===== src/rtl/swin_pkg.sv =====
package swin_pkg;
  typedef enum logic [1:0] {
    ST_IDLE   = 2'd0,
    ST_EVICT  = 2'd1,
    ST_INSERT = 2'd2,
    ST_DONE   = 2'd3
  } swin_state_e;

  // Position at which a new value goes: the number of live entries that are
  // less than or equal to it, so it lands after older equal entries.
  function automatic int unsigned rank_after_equals(input int unsigned le_count);
    return le_count;
  endfunction
endpackage


===== src/rtl/swin_ctrl.sv =====
module swin_ctrl
  import swin_pkg::*;
#(
  parameter int DW = 6,
  parameter logic [DW-1:0] CLEAR_CODE = 6'b101010
) (
  input  logic          clk,
  input  logic          rst,
  input  logic          in_valid,
  input  logic [DW-1:0] in_value,
  output swin_state_e   state,
  output logic          ready,
  output logic          clear_req,
  output logic          evict_go,
  output logic          insert_go,
  output logic [DW-1:0] pend_value
);
  swin_state_e state_d;
  logic        accept;
  logic        load_req;

  assign ready     = (state == ST_IDLE) || (state == ST_DONE);
  assign accept    = in_valid && ready;
  assign clear_req = accept && (in_value == CLEAR_CODE);
  assign load_req  = accept && (in_value != CLEAR_CODE);
  assign evict_go  = (state == ST_EVICT);
  assign insert_go = (state == ST_INSERT);

  always_comb begin
    state_d = state;
    unique case (state)
      ST_IDLE, ST_DONE: begin
        if (load_req)       state_d = ST_EVICT;
        else if (clear_req) state_d = ST_DONE;
        else                state_d = ST_IDLE;
      end
      ST_EVICT:  state_d = ST_INSERT;
      ST_INSERT: state_d = ST_DONE;
      default:   state_d = ST_IDLE;
    endcase
  end

  always_ff @(posedge clk) begin
    if (rst) begin
      state      <= ST_IDLE;
      pend_value <= '0;
    end else begin
      state <= state_d;
      if (load_req) pend_value <= in_value;
    end
  end

  // an update always takes exactly the evict step then the insert step
  p_evict_then_insert_r5: assert property (@(posedge clk) disable iff (rst)
    (state == ST_EVICT) |=> (state == ST_INSERT));
  p_insert_then_done_r5: assert property (@(posedge clk) disable iff (rst)
    (state == ST_INSERT) |=> (state == ST_DONE));
  // nothing arriving mid-update disturbs the held sample
  p_busy_holds_sample_r7: assert property (@(posedge clk) disable iff (rst)
    (!ready && !$past(rst)) |=> $stable(pend_value));
endmodule


===== src/rtl/swin_locate.sv =====
module swin_locate
  import swin_pkg::*;
#(
  parameter int DW    = 6,
  parameter int DEPTH = 16,
  parameter int IW    = $clog2(DEPTH)
) (
  input  logic [DEPTH-1:0][DW-1:0] vals,
  input  logic [DEPTH-1:0][IW-1:0] ages,
  input  logic [DW-1:0]            new_val,
  output logic [IW-1:0]            evict_pos,
  output logic [IW-1:0]            ins_pos,
  output logic                     oldest_found
);
  localparam logic [IW-1:0] OLDEST_TAG = IW'(DEPTH - 1);

  logic [DEPTH-1:0] is_oldest;
  logic [DEPTH-2:0] not_above;

  // one comparator pair per slot
  for (genvar g = 0; g < DEPTH; g++) begin : g_slot
    assign is_oldest[g] = (ages[g] == OLDEST_TAG);
    if (g < DEPTH - 1) begin : g_live
      assign not_above[g] = (vals[g] <= new_val);
    end
  end

  always_comb begin
    evict_pos = '0;
    for (int i = 0; i < DEPTH; i++) begin
      if (is_oldest[i]) evict_pos = IW'(i);
    end
  end

  always_comb begin
    int unsigned cnt;
    cnt = 0;
    for (int i = 0; i < DEPTH - 1; i++) begin
      if (not_above[i]) cnt = cnt + 1;
    end
    ins_pos = IW'(rank_after_equals(cnt));
  end

  assign oldest_found = |is_oldest;
endmodule


===== src/rtl/swin_store.sv =====
module swin_store #(
  parameter int DW    = 6,
  parameter int DEPTH = 16,
  parameter int IW    = $clog2(DEPTH),
  parameter logic [DW-1:0] CLEAR_CODE = 6'b101010
) (
  input  logic                     clk,
  input  logic                     rst,
  input  logic                     clear_req,
  input  logic                     evict_go,
  input  logic                     insert_go,
  input  logic [IW-1:0]            evict_pos,
  input  logic [IW-1:0]            ins_pos,
  input  logic [DW-1:0]            new_val,
  output logic [DEPTH-1:0][DW-1:0] vals,
  output logic [DEPTH-1:0][IW-1:0] ages
);
  logic [DW-1:0] val_d [DEPTH];
  logic [IW-1:0] age_d [DEPTH];

  for (genvar g = 0; g < DEPTH; g++) begin : g_slot
    localparam logic [IW-1:0] GI = IW'(g);
    logic [DW-1:0] up_val, dn_val;
    logic [IW-1:0] up_age, dn_age;

    if (g < DEPTH - 1) begin : g_up
      assign up_val = vals[g+1];
      assign up_age = ages[g+1];
    end else begin : g_top
      assign up_val = vals[g];
      assign up_age = ages[g];
    end
    if (g > 0) begin : g_dn
      assign dn_val = vals[g-1];
      assign dn_age = ages[g-1];
    end else begin : g_bot
      assign dn_val = vals[g];
      assign dn_age = ages[g];
    end

    always_comb begin
      val_d[g] = vals[g];
      age_d[g] = ages[g];
      if (evict_go) begin
        if (GI >= evict_pos) begin
          val_d[g] = up_val;
          age_d[g] = up_age;
        end
      end else if (insert_go) begin
        if (GI == ins_pos) begin
          val_d[g] = new_val;
          age_d[g] = '0;
        end else if (GI > ins_pos) begin
          val_d[g] = dn_val;
          age_d[g] = dn_age + IW'(1);
        end else begin
          age_d[g] = ages[g] + IW'(1);
        end
      end
    end
  end

  always_ff @(posedge clk) begin
    for (int i = 0; i < DEPTH; i++) begin
      if (rst || clear_req) begin
        vals[i] <= '0;
        ages[i] <= IW'(i);
      end else begin
        vals[i] <= val_d[i];
        ages[i] <= age_d[i];
      end
    end
  end

  // assertion support: order, forbidden code, age coverage
  logic             order_ok;
  logic             code_absent;
  logic             all_zero;
  logic [DEPTH-1:0] age_seen;
  always_comb begin
    order_ok    = 1'b1;
    code_absent = 1'b1;
    all_zero    = 1'b1;
    age_seen    = '0;
    for (int i = 0; i < DEPTH; i++) begin
      if (i < DEPTH - 1 && vals[i] > vals[i+1]) order_ok = 1'b0;
      if (vals[i] == CLEAR_CODE) code_absent = 1'b0;
      if (vals[i] != '0) all_zero = 1'b0;
      age_seen[ages[i]] = 1'b1;
    end
  end

  p_sorted_r3: assert property (@(posedge clk) disable iff (rst) order_ok);
  p_no_clear_code_r6: assert property (@(posedge clk) disable iff (rst) code_absent);
  p_clear_zeroes_r6: assert property (@(posedge clk) disable iff (rst)
    (!$past(rst) && $past(clear_req)) |-> all_zero);
  p_ages_distinct_r4: assert property (@(posedge clk) disable iff (rst)
    !insert_go |-> ($countones(age_seen) == DEPTH));
endmodule


===== src/rtl/swin_sorted_window.sv =====
module swin_sorted_window
  import swin_pkg::*;
#(
  parameter int DW    = 6,
  parameter int DEPTH = 16,
  parameter int IW    = $clog2(DEPTH),
  parameter logic [DW-1:0] CLEAR_CODE = 6'b101010
) (
  input  logic          clk,
  input  logic          rst,
  input  logic          in_valid,
  input  logic [DW-1:0] in_value,
  input  logic [IW-1:0] sel_index,
  output logic [DW-1:0] nth_value,
  output logic          ready
);
  swin_state_e             state;
  logic                    clear_req, evict_go, insert_go, oldest_found;
  logic [DW-1:0]           pend_value;
  logic [IW-1:0]           evict_pos, ins_pos;
  logic [DEPTH-1:0][DW-1:0] vals;
  logic [DEPTH-1:0][IW-1:0] ages;

  swin_ctrl #(.DW(DW), .CLEAR_CODE(CLEAR_CODE)) u_ctrl (
    .clk(clk), .rst(rst), .in_valid(in_valid), .in_value(in_value),
    .state(state), .ready(ready), .clear_req(clear_req),
    .evict_go(evict_go), .insert_go(insert_go), .pend_value(pend_value)
  );

  swin_locate #(.DW(DW), .DEPTH(DEPTH), .IW(IW)) u_locate (
    .vals(vals), .ages(ages), .new_val(pend_value),
    .evict_pos(evict_pos), .ins_pos(ins_pos), .oldest_found(oldest_found)
  );

  swin_store #(.DW(DW), .DEPTH(DEPTH), .IW(IW), .CLEAR_CODE(CLEAR_CODE)) u_store (
    .clk(clk), .rst(rst), .clear_req(clear_req),
    .evict_go(evict_go), .insert_go(insert_go),
    .evict_pos(evict_pos), .ins_pos(ins_pos), .new_val(pend_value),
    .vals(vals), .ages(ages)
  );

  // read path straight from the list registers
  assign nth_value = vals[sel_index];

  // an oldest entry always exists when eviction runs
  p_oldest_exists_r4: assert property (@(posedge clk) disable iff (rst)
    evict_go |-> oldest_found);
endmodule


===== config.mk =====
export PLATFORM = sky130hd
export DESIGN_NAME = swin_sorted_window
export DESIGN_NICKNAME = d
export VERILOG_FILES = /design/src/rtl/swin_pkg.sv /design/src/rtl/swin_ctrl.sv /design/src/rtl/swin_locate.sv /design/src/rtl/swin_store.sv /design/src/rtl/swin_sorted_window.sv
export SDC_FILE = /design/constraint.sdc
export NUM_CORES = 1
export LEC_CHECK = 0
export BUFFER_PORTS_ARGS = -buffer_cell sky130_fd_sc_hd__buf_2
export CORE_UTILIZATION = 32
export CTS_CLUSTER_SIZE = 28
export DETAILED_ROUTE_END_ITERATION = 8
export PLACE_DENSITY_LB_ADDON = 0.25
export SETUP_SLACK_MARGIN = 0.02
export SLEW_MARGIN = 20
export SYNTH_ARGS = -nofsm -noshare
export SYNTH_HDL_FRONTEND = slang
export SYNTH_SLANG_ARGS = --single-unit
export TNS_END_PERCENT = 50

===== constraint.sdc =====
create_clock -name clk -period 20.8 [get_ports clk]
set_input_delay 3.12 -clock clk [delete_from_list [all_inputs] [get_ports clk]]
set_output_delay 3.12 -clock clk [all_outputs]
set_load 0.05 [all_outputs]

==> out/qor.csv, run 1 <==
metric;value;unit
tightest_slew;1058;ps
initial_core_util;32.60;%
fin_skew;13.01;ps
path_max_fanout;17;
drt-pass1-iter-count;5;
async_flop_share;0;%
grt_setup_unrepaired;no;
nNetsFinal;1814;
port_buffers;19;
grt_max_degree;76;
crit_path_max_incr_delay;750;ps
crit_required;21100;ps
synth-seq-area-share;23.23;%
dr_total_vias;13530;
post_route_cells_drive_above_1_share;9.569;%
cts_root_buf;clkbuf_16;
io_pins;20;
cts.sinks;168;
synth_seq_cells;168;
track_usage;20.94;%
fin_crit;12500;ps
place_congestion;0.9031;
antenna_found_initial;0;
critical_path_arrival;12800;ps
postSynthAreaPerCell;8.424;um2
cts-hold-fix-buffers;0;
post-route-drc-count;0;
rows;77;
final.setup.tns;0;ps
post-dp-hpwl;36.54;mm
num-fill-cells;4554;
wl_per_cell;21.38;um
cap_violations;0;
critPathKind;reg2reg;
ant_nets;0;
critPathLaunchType;flop;
setup_viol;0;
synth_ff_type;dfxtp_1;
fin_crit_sh;60.10;%
ctsResizeCount;0;
syn_area;14480;um2
grt_first_pass_wirelength;76.31;mm
die_area;46100;um2
report.final.slew_viol_count;0;
die_width;214.7;um
cts_htree_levels;4;
cts_buffer_depth;2;
synth_edf_count;0;
fmax;79.99;MHz
cts_buffers;17;
drt-total-wl;48.84;mm
max_slew_margin;29.07;%
syn_nets;1853;
finalHoldViolCount;0;
cp_slowest_cell;xnor3_1;
outcome;finished clean;
area_growth;8.192;%
drtIter0Drc;1286;
chipHeight;214.7;um
cts_tree;built;
postSynthCellCount;1719;
cts.clk_slew.worst_paths;70;ps
yosysUniqueCellTypes;91;
avgViaCountPerCell;5.920;
post-cts-setup-buffers;0;
min_path_type;reg2reg;
cp_common_cell;ha_1;
clock_latency;450;ps
first_global_vias;12910;
insertedDiodeCount;0;
setup.worst_path.end_class;flop;
ys.warnings.count;0;
grt_overflow;0;
core;44410;um2
critical path: cells and delay by family (launching register included):
kind                     cells  cell delay (ps)
adder cells (fa/ha/maj)      9             2800
AND/OR/NAND/NOR             10             2240
flip-flops                   1              590
XOR/XNOR                     6             1700
buffers and inverters        3              740
multiplexers                 5             1460
AO/OA/AOI/OAI               14             2820
metrics by stage:
| step | hold slack (ps) | std cells | setup WS [ps] | util (%) | instance area [um2] |
|---|---|---|---|---|---|
| 3_5_place_dp | 490.6 | 2253 | 8495 | 33.95 | 15080 |
| 6_report | 512.3 | 2285 | 8299 | 35.27 | 15670 |
| 2_1_floorplan | 460.0 | 1719 | 10770 | - | 14480 |
| 3_3_place_gp | 490.8 | 2253 | 8809 | 33.95 | 15080 |
| 4_1_cts | 508.0 | 2285 | 8425 | 35.27 | 15670 |
| 5_1_grt | 549.7 | 2285 | 7407 | 35.27 | 15670 |
path summary, 6_finish.rpt:
kind                                              startpoint  cells past startpoint                            to  slack, ps
worst max-delay path                    u_ctrl.pend_value[4]                     47   u_store.g_slot[0].dn_val[2]       8300
worst max register to register          u_ctrl.pend_value[4]                     47   u_store.g_slot[0].dn_val[2]       8300
worst min-delay path            u_store.g_slot[11].up_val[0]                      1  u_store.g_slot[11].up_val[0]        510
worst min register to register  u_store.g_slot[11].up_val[0]                      1  u_store.g_slot[11].up_val[0]        510
per-layer routing:
metal	routed length, um	global-route usage (%)	part of all wire, %
met5	0	0	0
met4	1543	7.333	3.2
met3	2884	2.604	5.9
met2	21580	32.39	44
met1	22830	29.73	47
Yosys cell counts, drive strengths merged, types with 15 or more instances:
cell    instances  area, um2
and3           17      106.4
xnor2          38      362.9
o21a           19      142.6
a31oi          16      115.1
a21oi         102      510.5
inv            69      259.0
a22o           56      490.5
nand2         161      604.3
and2           15      93.84
nor3           45      251.5
clkbuf         68      255.2
o21ai         144      720.7
mux4           30      675.7
nand3          57      290.3
ha            121       1514
nor2          121      456.7
mux2           24      274.0
dfxtp         168       3363
a221oi         41      359.1
a211oi         16      125.1
nor2b          24      150.1
a32o           19      190.2
mux2i          95       1030
nand2b         17      106.4
xor2           31      279.0
buf            29      163.9
registers in the layout, summed over array words and instances, names as in the netlist:
register and cells:
u_ctrl.pend_value 6, u_store.g_slot.dn_val 18, u_ctrl.state 2, u_store.g_slot.up_age 52, u_store.g_slot.dn_age 12, u_store.g_slot.up_val 78
area by class of cell:
class	count	area (um2)	share of cell area (%)
clock inverter	15	161.4	1.030
tap	592	740.7	4.728
sequential	168	3363	21.47
multi-input combinational	1385	10470	66.84
inverter	69	259.0	1.653
clock buffer	17	425.4	2.715
timing repair buffer	39	245.2	1.565
cells by family after synthesis:
| logic type | share of synthesized area (%) |
|---|---|
| AOI/OAI and AO/OA | 25.56 |
| and+or+nand+nor | 16.20 |
| DFF | 23.23 |
| buffers and inverters | 4.683 |
| muxes | 13.67 |
| adders and majority gates | 10.46 |
| xor gates and xnor gates | 6.204 |
placed cells by master, fill, tap and decap left out, types with 17 or more instances in the layout:
| cell | netlist | routed |
|---|---|---|
| xnor2_1 | 34 | 34 |
| a32o_1 | 19 | 19 |
| clkbuf_16 | 0 | 17 |
| nand3_1 | 56 | 56 |
| dfxtp_1 | 168 | 168 |
| nand2_1 | 161 | 161 |
| a22o_1 | 56 | 56 |
| and3_1 | 17 | 17 |
| buf_4 | 3 | 20 |
| buf_2 | 11 | 19 |
| mux4_2 | 30 | 30 |
| inv_1 | 69 | 68 |
| xor2_1 | 30 | 30 |
| a21oi_1 | 102 | 102 |
| o21a_1 | 19 | 19 |
| nand2b_1 | 17 | 17 |
| nor2_1 | 120 | 120 |
| nor3_1 | 41 | 40 |
| nor2b_1 | 24 | 24 |
| a221oi_1 | 41 | 41 |
| mux2_2 | 22 | 22 |
| mux2i_1 | 88 | 88 |
| o21ai_0 | 132 | 132 |
| ha_1 | 121 | 120 |
Power of run 1 is not shown: default switching activity piles up to over one toggle a cycle in this logic, so the estimate is an artifact.
==> run 2, diff against run 1 <==
Clock period 20.8 ns to 10.13 ns, I/O delays scaled along.
==> run 2 against run 1 <==
Sequential cell count stayed put. Register-to-register slack worse by 7900 ps. Wire length is 3.1% higher. Global-route usage is 0.59 points higher. Die area stayed put. Non-clock buffer count is 86 higher. Via count is 2.8% higher. Sequential share of layout area is 1.2 points lower. Critical endpoint is now u_store.g_slot[3].up_val[0]. Worst setup slack worse by 7900 ps. Critical path depth is 3 higher. Cell count is 3.8% higher. Count of clock-buffer cells in the layout is 1 higher.
==> out/qor.csv, run 2 (synthesis results as in run 1) <==
metric;value;unit;change
cp_top_family;compound AO/OA/AOI/OAI gates;;
wl_per_cell;21.24;um;-0.63%
area_growth;15.00;%;
rows;77;;unchanged
crit_path_max_incr_delay;360;ps;-390 ps
cp_slowest_cell;dfxtp_2;;
drt-total-wl;50.36;mm;+3.1%
min_path_type;reg2reg;;
place_congestion;0.9000;;-0.34%
cp_common_cell;ha_1;;
port_buffers;19;;unchanged
post-route-drc-count;0;;unchanged
cap_violations;0;;unchanged
num-fill-cells;4510;;-0.97%
avgViaCountPerCell;5.862;;-0.98%
fmax;102.3;MHz;+28%
hold_ws;514.5;ps;+2.178 ps
dr_total_vias;13900;;+2.8%
cts.sinks;168;;unchanged
ant_nets;0;;unchanged
initial_core_util;32.60;%;unchanged
grt_max_degree;212;;+180%
cts_buffers;17;;unchanged
startpoint;u_ctrl.pend_value[4];;
nNetsFinal;1900;;+4.7%
outcome;finished clean;;
critical_path_arrival;10170;ps;-2630 ps
fin_util;37.49;%;+2.2 points
core;44410;um2;unchanged
cts_htree_levels;4;;unchanged
setup.worst_path.end_class;flop;;
max_slew_margin;24.41;%;-4.7 points
antenna_found_initial;0;;unchanged
tightest_slew;1130;ps;+71.47 ps
critPathKind;reg2reg;;
first_global_vias;13270;;+2.8%
insertedDiodeCount;0;;unchanged
final_common_cell;dfxtp_1;;
worst_slack;354.1;ps;-7945 ps
post-dp-hpwl;37.01;mm;+1.3%
setup_viol;0;;unchanged
report.final.slew_viol_count;0;;unchanged
io_pins;20;;unchanged
endpoint;u_store.g_slot[3].up_val[0];;
die_area;46100;um2;unchanged
grt_first_pass_wirelength;78.92;mm;+3.4%
drtIter0Drc;1611;;+25%
grt_setup_unrepaired;yes;;
reg2reg_from;u_ctrl.pend_value[4];;
place_area;15560;um2;+3.2%
path_max_fanout;6;;-11
track_usage;21.53;%;+0.59 points
critPathLaunchType;flop;;
cts_tree;built;;
cts.clk_slew.worst_paths;80;ps;about the same
largest_register_ffs;78;;unchanged
cts_root_buf;clkbuf_16;;
layout_common_cells;164 x dfxtp_1, 158 x nand2_1, 129 x o21ai_0, 116 x ha_1, 113 x nor2_1;;
r2r_end;u_store.g_slot[3].up_val[0];;
final_area;16650;um2;+6.3%
critical_path_depth;50;;+6.4%
fin_skew;12.44;ps;-0.5698 ps
chipHeight;214.7;um;unchanged
place_ws;-91.84;ps;-8586 ps
cp_num_buf_inv;6;;+3
reg2reg_depth;50;;+6.4%
worst-r2r-setup-slack;350;ps;-7940 ps
fin_crit;9776;ps;-2725 ps
cts_buffer_depth;2;;unchanged
grt_overflow;0;;unchanged
drt-pass1-iter-count;5;;unchanged
clock_latency;450;ps;about the same
crit_required;10530;ps;-10,570 ps
finalHoldViolCount;0;;unchanged
post_route_cells_drive_above_1_share;16.75;%;+7.2 points
die_width;214.7;um;unchanged
fin_crit_sh;96.50;%;+36 points
==> run 2: repair_timing <==
item | 4_1_cts | 5_1_grt
gates resized for setup | 6 | 71
setup endpoints to repair | 42 | 160
buffers inserted | 0 | 22
hold buffers | 0 | 0
cloned | 0 | 2
pin swaps | 0 | 24
==> run 2: area by class of cell <==
cell class	instances	area, um2	share of cell area, %
sequential	168	3368	20.23
timing repair buffer	125	979.7	5.883
multi-input combinational	1385	10700	64.27
clock buffer	18	439.2	2.637
tap	592	740.7	4.448
inverter	69	261.5	1.570
clock inverter	14	160.2	0.9618
==> run 2: per-layer routing <==
| metal | GRT usage, % | vias to the layer above | share of wire, % | wire, um |
|---|---|---|---|---|
| li1 | - | 6585 | - | - |
| met1 | 31.35 | 6757 | 48 | 23920 |
| met2 | 33.30 | 492 | 44 | 22200 |
| met3 | 2.562 | 65 | 6.4 | 3204 |
| met4 | 5.643 | 0 | 2.0 | 1028 |
| met5 | 0 | - | 0 | 0 |
==> run 2: worst register-to-register path, delay by kind of cell, from the launching register on <==
family	cells	cell delay, ps
AOI/OAI and AO/OA	15	2750
xor gates and xnor gates	5	750
adders and majority gates	9	2560
buffers and inverters	6	780
DFF	1	360
muxes	6	1420
and+or+nand+nor	9	1070
==> run 2: stage by stage <==
stage                     TNS [ps]  instances
after floorplan                  0       1719
after detailed placement    -448.1       2315
after global placement      -49.49       2315
final                            0       2371
after global routing         -3908       2371
after CTS                        0       2347
==> run 2: how the worst min path moves through the flow <==
stage                                             from                      endpoint  slack, ps  depth (start not counted)
final                     u_store.g_slot[12].up_val[0]  u_store.g_slot[12].up_val[0]        510                          2
after CTS                 u_store.g_slot[12].up_val[0]  u_store.g_slot[12].up_val[0]        510                          2
after floorplan           u_store.g_slot[13].up_val[0]  u_store.g_slot[13].up_val[0]        460                          2
after global routing       u_store.g_slot[5].up_age[3]   u_store.g_slot[5].up_age[3]        560                          2
after global placement     u_store.g_slot[5].up_age[3]   u_store.g_slot[5].up_age[3]        500                          2
after detailed placement  u_store.g_slot[11].up_val[0]  u_store.g_slot[11].up_val[0]        500                          1
Power of run 2 is left out for the same reason.
==> run 3, diff against run 2 <==
Settings changed: ABC_AREA from default to 1.
==> run 3 against run 2 <==
Core utilization down 1.9 points. Count of clock-buffer cells in the layout up 4. Wire length up 12%. Final area up 2.5%. Die area up 7.9%. Fmax up 3.5%. Synthesized cell count up 51%. Non-clock buffer count down 74. Sequential cell count unchanged. Critical path depth up 3. Hold slack worse by 26 ps. Register-to-register slack better by 330 ps. Highest routed layer is now met5.
==> out/qor.csv, run 3 <==
metric;value;unit;change
report.final.slew_viol_count;0;;unchanged
final_common_cell;nand2_1;;
post-route-drc-count;0;;unchanged
cap_violations;0;;unchanged
synth_edf_count;0;;unchanged
synth_seq_cells;168;;unchanged
critical_path_arrival;9810;ps;-360 ps
cts_buffer_depth;2;;unchanged
instances_no_fill;3201;;+35%
crit_path_max_incr_delay;460;ps;+100 ps
outcome;finished clean;;
fmax;105.9;MHz;+3.5%
insertedDiodeCount;0;;unchanged
cts_htree_levels;4;;unchanged
tightest_slew;1067;ps;-62.96 ps
layout_common_cells;790 x nand2_1, 278 x inv_1, 264 x a21oi_1, 227 x nand3_1, 205 x nor2_1;;
finalHoldViolCount;0;;unchanged
setup_viol;0;;unchanged
cp_slowest_cell;dfxtp_1;;
fin_skew;14.60;ps;+2.154 ps
synth_ff_type;dfxtp_1;;
synth.top_cell.area_share;21.51;%;-1.7 points
chipHeight;223.1;um;+3.9%
yosysUniqueCellTypes;54;;-41%
nNetsFinal;2708;;+43%
drt-pass1-iter-count;5;;unchanged
fin_crit_sh;93.26;%;-3.2 points
post-dp-hpwl;42.49;mm;+15%
antenna_found_initial;1;;+1
ys.warnings.count;0;;unchanged
setup.worst_path.end_class;flop;;
min_path_type;reg2reg;;
area_growth;9.186;%;
first_global_vias;15880;;+20%
syn_nets;2725;;+47%
track_usage;22.71;%;+1.2 points
cp_common_cell;nand2_1;;
path_max_fanout;12;;+6
post_route_cells_drive_above_1_share;8.314;%;-8.4 points
synth_top_cells_by_count;795 x nand2_1, 279 x inv_1, 264 x a21oi_1, 228 x nand3_1, 207 x nor2_1;;
worst-r2r-setup-slack;680;ps;+330 ps
postSynthAreaPerCell;6.035;um2;-28%
die_width;223.1;um;+3.9%
dr_total_vias;16900;;+22%
dp.cells;3155;;+36%
initial_core_util;32.61;%;about the same
synth_top_cell_by_area;dfxtp_1;;
cts-hold-fix-buffers;0;;unchanged
grt_max_degree;99;;-53%
core;47950;um2;+8.0%
rows;80;;+3.9%
io_pins;20;;unchanged
grt_overflow;0;;unchanged
largest_register_ffs;78;;unchanged
drt-total-wl;56.26;mm;+12%
final.setup.tns;0;ps;unchanged
grt_first_pass_wirelength;89.20;mm;+13%
synthTopCellsByArea;dfxtp_1 22%, nand2_1 19%, ha_1 9.7%;;
syn_area;15640;um2;+8.0%
clock_latency;480;ps;+30 ps
die_area;49750;um2;+7.9%
drtIter0Drc;1499;;-7.0%
grt_setup_unrepaired;yes;;
synth-seq-area-share;21.51;%;-1.7 points
cts.sinks;168;;unchanged
postSynthCellCount;2591;;+51%
wl_per_cell;17.58;um;-17%
cp_num_buf_inv;6;;unchanged
cts_buffers;17;;unchanged
critPathLaunchType;flop;;
avgViaCountPerCell;5.279;;-9.9%
async_flop_share;0;%;unchanged
crit_required;10500;ps;-30 ps
cts_tree;built;;
fin_crit;9447;ps;-328.7 ps
ant_nets;0;;unchanged
place_congestion;0.9515;;+5.7%
cp_top_family;simple AND/OR/NAND/NOR gates;;
synthMostInstantiatedCell;nand2_1;;
cts_root_buf;clkbuf_16;;
max_slew_margin;28.89;%;+4.5 points
critPathKind;reg2reg;;
cts.clk_slew.worst_paths;70;ps;about the same
port_buffers;19;;unchanged
run 3: what timing repair did:
| item | CTS | global route |
|---|---|---|
| buffers inserted | 0 | 13 |
| setup endpoints to repair | 0 | 152 |
| gates resized for setup | 0 | 17 |
run 3: layer usage:
layer	wire length, um	track usage, %	up-vias
met1	25490	30.00	7855
met5	13	0	-
met2	25710	37.11	529
li1	-	-	8414
met4	1686	8.409	2
met3	3362	3.569	99
run 3: final timing paths:
kind	depth (start not counted)	end	start
max	53	u_store.g_slot[4].up_val[5]	u_ctrl.pend_value[2]
min reg2reg	2	u_store.g_slot[14].up_val[2]	u_store.g_slot[14].up_val[2]
min	2	u_store.g_slot[14].up_val[2]	u_store.g_slot[14].up_val[2]
max reg2reg	53	u_store.g_slot[4].up_val[5]	u_ctrl.pend_value[2]
run 3: cells by family after synthesis:
| group | after synthesis | share of synthesized area [%] |
|---|---|---|
| AO/OA/AOI/OAI | 526 | 18.11 |
| AND/OR/NAND/NOR | 1355 | 38.62 |
| flip-flops | 168 | 21.51 |
| adder cells (fa/ha/maj) | 121 | 9.682 |
| buffers and inverters | 386 | 10.03 |
| XOR/XNOR | 35 | 2.057 |
run 3: final cells by class:
cell class,count,area (um2)
Clock buffer,22,474.2
Clock inverter,9,170.2
Fill cell,5285,30870
Inverter,298,1127
Multi-Input combinational cell,2038,10800
Sequential cell,168,3363
Tap cell,615,769.5
Timing Repair Buffer,51,367.9
run 3: worst min-delay path: cells and delay by family, from the launching register on:
kind	cells	cell delay [ps]
flops	1	330
simple gates	1	60
compound gates	1	50
run 3: per-stage QoR:
stage / utilization, % / cell area (um2) / worst slack [ps] / hold slack (ps)
4_1_cts: 35.14 / 16850 / 168.6 / 486.7
3_5_place_dp: 33.80 / 16210 / 216.3 / 476.3
6_report: 35.61 / 17070 / 682.9 / 488.7
2_1_floorplan: - / 15640 / 1436 / 459.0
5_1_grt: 35.61 / 17070 / 3.156 / 506.4
3_3_place_gp: 33.80 / 16210 / 474.9 / 472.5
Power of run 3 is left out for the same reason.
